--- src/rtl/brf_pkg.sv ---
package brf_pkg;
  parameter int unsigned BRF_XLEN     = 64;
  parameter int unsigned BRF_NREG     = 32;
  parameter int unsigned BRF_ZERO_IDX = 31;
  // One bit per register index; a set bit means the index has a shadow copy.
  parameter logic [31:0] BRF_BANK_MASK = 32'h0200_7F00;

  typedef enum logic {
    BRF_MODE_NORMAL = 1'b0,
    BRF_MODE_SHADOW = 1'b1
  } brf_mode_e;
endpackage

--- src/rtl/brf_mode_ctrl.sv ---
module brf_mode_ctrl
  import brf_pkg::*;
(
  input  logic clk,
  input  logic rst_n,
  input  logic enter_req,
  input  logic exit_req,
  output logic shadow_on,
  output logic err_flag
);
  brf_mode_e mode_q, mode_d;
  logic      err_q, err_d;
  logic      req_any;
  logic      req_bad;

  assign req_any = enter_req | exit_req;
  assign req_bad = (enter_req & exit_req)
                 | (enter_req & (mode_q == BRF_MODE_SHADOW))
                 | (exit_req  & (mode_q == BRF_MODE_NORMAL));

  always_comb begin
    mode_d = mode_q;
    err_d  = err_q;
    if (req_bad) begin
      err_d = 1'b1;
    end else if (enter_req) begin
      mode_d = BRF_MODE_SHADOW;
    end else if (exit_req) begin
      mode_d = BRF_MODE_NORMAL;
    end
  end

  always_ff @(posedge clk or negedge rst_n) begin
    if (!rst_n) begin
      mode_q <= BRF_MODE_SHADOW;
      err_q  <= 1'b0;
    end else if (req_any) begin
      mode_q <= mode_d;
      err_q  <= err_d;
    end
  end

  assign shadow_on = (mode_q == BRF_MODE_SHADOW);
  assign err_flag  = err_q;
endmodule

--- src/rtl/brf_bank.sv ---
module brf_bank #(
  parameter int unsigned XLEN    = 64,
  parameter int unsigned NREG    = 32,
  parameter logic [NREG-1:0] PRESENT = '1,
  localparam int unsigned AW     = $clog2(NREG)
) (
  input  logic            clk,
  input  logic            rst_n,
  input  logic            wr_en,
  input  logic [AW-1:0]   wr_idx,
  input  logic [XLEN-1:0] wr_data,
  input  logic [AW-1:0]   rd_a_idx,
  input  logic [AW-1:0]   rd_b_idx,
  output logic [XLEN-1:0] rd_a_data,
  output logic [XLEN-1:0] rd_b_data
);
  logic [XLEN-1:0] ent [NREG];

  for (genvar i = 0; i < NREG; i++) begin : g_ent
    if (PRESENT[i]) begin : g_store
      logic [XLEN-1:0] q;
      logic            hit;
      assign hit = wr_en && (wr_idx == AW'(i));
      always_ff @(posedge clk or negedge rst_n) begin
        if (!rst_n) begin
          q <= '0;
        end else if (hit) begin
          q <= wr_data;
        end
      end
      assign ent[i] = q;
    end else begin : g_none
      assign ent[i] = '0;
    end
  end

  assign rd_a_data = ent[rd_a_idx];
  assign rd_b_data = ent[rd_b_idx];
endmodule

--- src/rtl/brf_port_sel.sv ---
module brf_port_sel #(
  parameter int unsigned XLEN = 64,
  parameter int unsigned NREG = 32,
  parameter logic [NREG-1:0] BANK_MASK = '0,
  localparam int unsigned AW = $clog2(NREG)
) (
  input  logic [AW-1:0]   idx,
  input  logic            shadow_on,
  input  logic [XLEN-1:0] com_data,
  input  logic [XLEN-1:0] shd_data,
  output logic [XLEN-1:0] data
);
  always_comb begin
    if (shadow_on && BANK_MASK[idx]) begin
      data = shd_data;
    end else begin
      data = com_data;
    end
  end
endmodule

--- src/rtl/banked_regfile.sv ---
module banked_regfile
  import brf_pkg::*;
#(
  parameter int unsigned XLEN     = BRF_XLEN,
  parameter int unsigned NREG     = BRF_NREG,
  parameter int unsigned ZERO_IDX = BRF_ZERO_IDX,
  parameter logic [NREG-1:0] BANK_MASK = NREG'(BRF_BANK_MASK),
  localparam int unsigned AW      = $clog2(NREG),
  localparam logic [NREG-1:0] COMMON_MASK = ~(NREG'(1) << ZERO_IDX),
  localparam logic [NREG-1:0] SHADOW_MASK = BANK_MASK & COMMON_MASK
) (
  input  logic            clk,
  input  logic            rst_n,
  input  logic [AW-1:0]   rd_a_idx,
  output logic [XLEN-1:0] rd_a_data,
  input  logic [AW-1:0]   rd_b_idx,
  output logic [XLEN-1:0] rd_b_data,
  input  logic            wr_en,
  input  logic [AW-1:0]   wr_idx,
  input  logic [XLEN-1:0] wr_data,
  input  logic            shadow_enter,
  input  logic            shadow_exit,
  output logic            shadow_active,
  output logic            mode_err
);
  logic            wr_live;
  logic            wr_to_shadow;
  logic            com_we;
  logic            shd_we;
  logic [XLEN-1:0] com_a, com_b, shd_a, shd_b;

  brf_mode_ctrl u_mode (
    .clk       (clk),
    .rst_n     (rst_n),
    .enter_req (shadow_enter),
    .exit_req  (shadow_exit),
    .shadow_on (shadow_active),
    .err_flag  (mode_err)
  );

  // Steering uses the mode as registered, i.e. before any toggle this cycle.
  assign wr_live      = wr_en && (wr_idx != AW'(ZERO_IDX));
  assign wr_to_shadow = shadow_active && SHADOW_MASK[wr_idx];
  assign com_we       = wr_live && !wr_to_shadow;
  assign shd_we       = wr_live && wr_to_shadow;

  brf_bank #(.XLEN(XLEN), .NREG(NREG), .PRESENT(COMMON_MASK)) u_common (
    .clk       (clk),
    .rst_n     (rst_n),
    .wr_en     (com_we),
    .wr_idx    (wr_idx),
    .wr_data   (wr_data),
    .rd_a_idx  (rd_a_idx),
    .rd_b_idx  (rd_b_idx),
    .rd_a_data (com_a),
    .rd_b_data (com_b)
  );

  brf_bank #(.XLEN(XLEN), .NREG(NREG), .PRESENT(SHADOW_MASK)) u_shadow (
    .clk       (clk),
    .rst_n     (rst_n),
    .wr_en     (shd_we),
    .wr_idx    (wr_idx),
    .wr_data   (wr_data),
    .rd_a_idx  (rd_a_idx),
    .rd_b_idx  (rd_b_idx),
    .rd_a_data (shd_a),
    .rd_b_data (shd_b)
  );

  brf_port_sel #(.XLEN(XLEN), .NREG(NREG), .BANK_MASK(SHADOW_MASK)) u_sel_a (
    .idx       (rd_a_idx),
    .shadow_on (shadow_active),
    .com_data  (com_a),
    .shd_data  (shd_a),
    .data      (rd_a_data)
  );

  brf_port_sel #(.XLEN(XLEN), .NREG(NREG), .BANK_MASK(SHADOW_MASK)) u_sel_b (
    .idx       (rd_b_idx),
    .shadow_on (shadow_active),
    .com_data  (com_b),
    .shd_data  (shd_b),
    .data      (rd_b_data)
  );
endmodule

--- config.mk ---
export PLATFORM = sky130hd
export DESIGN_NAME = banked_regfile
export DESIGN_NICKNAME = d
export VERILOG_FILES = /design/src/rtl/brf_pkg.sv /design/src/rtl/brf_mode_ctrl.sv /design/src/rtl/brf_bank.sv /design/src/rtl/brf_port_sel.sv /design/src/rtl/banked_regfile.sv
export SDC_FILE = /design/constraint.sdc
export NUM_CORES = 2
export LEC_CHECK = 0
export BUFFER_PORTS_ARGS = -buffer_cell sky130_fd_sc_hd__buf_2
export CAP_MARGIN = 20
export CORE_MARGIN = 2
export CORE_UTILIZATION = 40
export CTS_CLUSTER_DIAMETER = 60
export DETAILED_ROUTE_END_ITERATION = 8
export HOLD_SLACK_MARGIN = 0.05
export PLACE_DENSITY_LB_ADDON = 0.12
export REMOVE_ABC_BUFFERS = 1
export SLEW_MARGIN = 10
export SYNTH_ARGS = -nofsm -noshare
export SYNTH_HDL_FRONTEND = slang
export SYNTH_SLANG_ARGS = --single-unit
--- constraint.sdc ---
create_clock -name clk -period 2.7 [get_ports clk]
set_input_delay 0.135 -clock clk [delete_from_list [all_inputs] [get_ports clk]]
set_output_delay 0.135 -clock clk [all_outputs]
set_load 0.02 [all_outputs]
==> reports/results.ini <==
[run_status]
status=finished, violations left
violations=setup timing

[synthesis]
ys.flop_type=dfrtp_1
ys_ff_latch=2498
yosysTopAreaCellShare_pct=46.26
netlist_top_cells_count=mux2_2, dfrtp_1, mux4_2
yosysSeqAreaShare_pct=46.28
synth.avg_cell_area_um2=14.06
syn_inst=9606
synth_cell_types=72
async_flop_share_pct=100.0
synthTopCellsByArea=dfrtp_1, mux2_2, mux4_2
synthesis.area_mm2=0.1351
synth_edf_count=0
yosysTopAreaCell=dfrtp_1
ys_warn_count=0
post-synth-top-count-cell=mux2_2

[floorplanning]
start_util_pct=40.16
num_rows=213
die_h_um=585.1
core_area_mm2=0.3363
io_pins=214
die_w_um=585.1
dieArea_mm2=0.3423

[pwr]
p_per_area_mw_per_mm2=707.9
leakagePower_nw=72.88
vdd_drop_max_mv=0.4789

[global_routing]
grt_use_total_pct=31.57
grt_pass1_vias=98370
grt_pass1_wl_um=770900
grt_max_degree=125
antenna_found_initial=35
gr-total-overflow=0

[layout]
syn2layout_area_growth_pct=22.45
drive_gt1_share_pct=53.92
fillers=28910
design_area_mm2=0.1654
layout.nets=10283

[clock_network]
path_clk_slew_ns=0.06
clock_sinks=2498
clk_latency_ns=0.94
ctsHtreeMaxLevel=5
cts_tree=done
cts_buffers=315
cts_buffer_depth=4
cts_root_buf=clkbuf_16

[sta]
final.min_clock_period_ns=3.394
tightest_slew_ns=1.051
finalCritPeriodShare_pct=125.7
finalHoldWorstSlack_ns=0.1077
fmax_ghz=0.2946
maxSlewHeadroom_pct=29.42
fin_ws_ns=-0.6944
clock_skew_ns=0.02622
final-setup-viol-count=128
hold_violations=0
maxSlewViolCount=0
rsz0062_at_grt=yes

[setup_path]
critPathArrivalTime_ns=3.26
worstSetupPathType=register to output pin
crit_chain=nand2_2 -> a211oi_2 -> buf_4 -> buf_6 -> o21ai_4 -> buf_12 -> o31ai_4 -> nor3_2 -> buf_4 -> buf_6
critPathRequiredTime_ns=2.57
path_max_fanout=16
worst_path_largest_cell_delay_ns=0.60
start_kind=register
critPathSlowestCell=dfstp_2
cp-end-kind=output pin

[placed_design]
globalplace.congestion=0.8604
hpwl_um=340000
io_buffers=213
placed_area_mm2=0.1490

[route]
drtAntennaViolNets=0
drcViolationCount=0
post_drt_wl_per_cell_um=36.45
drt-initial-drc-count=9398
vias=95942
firstDrtPassIters=5
finalWirelength_um=545800
avgViaCountPerCell=6.408

[flow_run]
cap_violations=0

[min_path]
min_path_type=primary input to async pin

==> placed cells by master, fill, tap and decap left out, types with 69 or more instances in the layout <==
cell           count
a21oi_1          153
clkbuf_16        321
o21ai_0          130
o221ai_1          87
clkbuf_1          72
buf_2             88
buf_6            139
buf_12           385
dlygate4sd3_1     74
nand2_1          266
mux4_2           928
buf_4            599
mux2i_1          501
mux2_2          2580
mux2_1            69
a22oi_1          125
nor2_1           169
dfrtp_1         2497
o22ai_1           69
o211ai_1          69
==> critical path: cells and delay by family, from the launching register on <==
kind | cells | cell delay [ns]
compound gates | 3 | 0.62
buf+inv | 5 | 0.81
flops | 1 | 0.60
simple gates | 2 | 0.21
==> flip-flops by register name, summed over array words and instances, names as in the netlist <==
signal                    cells
u_common.g_ent.g_store.q   1984
u_shadow.g_ent.g_store.q    512
u_mode.err_flag               1
u_mode.shadow_on              1
==> per-stage QoR <==
stage | setup TNS (ns) | cells | power (mW) | setup slack (ns) | utilization, %
after floorplan | -1510.02 | 8552 | 61.90 | -2.921 | -
after global placement | -3.077 | 14208 | 71.20 | -0.2674 | 44.30
after detailed placement | -2.816 | 14208 | 72.13 | -0.2199 | 44.30
after CTS | -72.88 | 14934 | 117.1 | -0.7607 | 48.88
after global routing | -73.74 | 14966 | 121.4 | -0.7291 | 49.17
final | -66.86 | 14973 | 117.1 | -0.6944 | 49.17
==> metal layers <==
| metal | share of wire, % | GRT usage [%] |
|---|---|---|
| met4 | 4.1 | 12.18 |
| met1 | 42 | 43.52 |
| met3 | 7.2 | 5.542 |
| met2 | 46 | 49.69 |
| met5 | 0.017 | 0 |
==> report_power, final <==
part	leakage [nW]	internal [mW]	total, mW	switching (mW)
combinational	35.2	14.1	25.2	11.1
clock	5.12	25.3	43.2	17.9
sequential	32.6	43.8	48.7	4.89
==> timing repair <==
action | CTS | global route
buffers inserted | 90 | 44
setup endpoints to repair | 128 | 191
endpoints found under the hold margin | 4530 | 0
cloned | 13 | 2
pin swaps | 122 | 72
resized for setup | 606 | 164
hold buffers | 75 | 0
==> path summary, 6_finish.rpt <==
check | slack (ns) | to | start | depth (start not counted)
min in group clk | 0.14 | u_common.g_ent[3].g_store.q[47] | wr_en | 5
setup reg to reg | 0.15 | u_shadow.g_ent[12].g_store.q[13] | u_mode.shadow_on | 6
setup / recovery | -0.69 | rd_b_data[55] | u_mode.shadow_on | 10
hold / removal | 0.11 | u_common.g_ent[10].g_store.q[50] | rst_n | 3
max in group asynchronous | 1.80 | u_common.g_ent[5].g_store.q[58] | rst_n | 5
hold reg to reg | 0.50 | u_common.g_ent[29].g_store.q[61] | u_common.g_ent[29].g_store.q[61] | 1
==> area by class of cell <==
type / count / area (µm²) / share of cell area, %
Inverter: 49 / 207.7 / 0.1256
Clock buffer: 439 / 8914 / 5.389
Antenna cell: 14 / 35.03 / 0.02118
Sequential cell: 2498 / 62510 / 37.80
Tap cell: 4515 / 5649 / 3.416
Multi-Input combinational cell: 6005 / 70670 / 42.73
Timing Repair Buffer: 1330 / 15850 / 9.584
Clock inverter: 123 / 1549 / 0.9366
==> kinds of logic after synthesis <==
logic type,share of synthesized area [%]
buf+inv,3.560
compound gates,6.397
fa+ha+maj,0.007411
mux,41.30
simple gates,2.455
flops,46.28
Power figures use the tool's default switching activity.
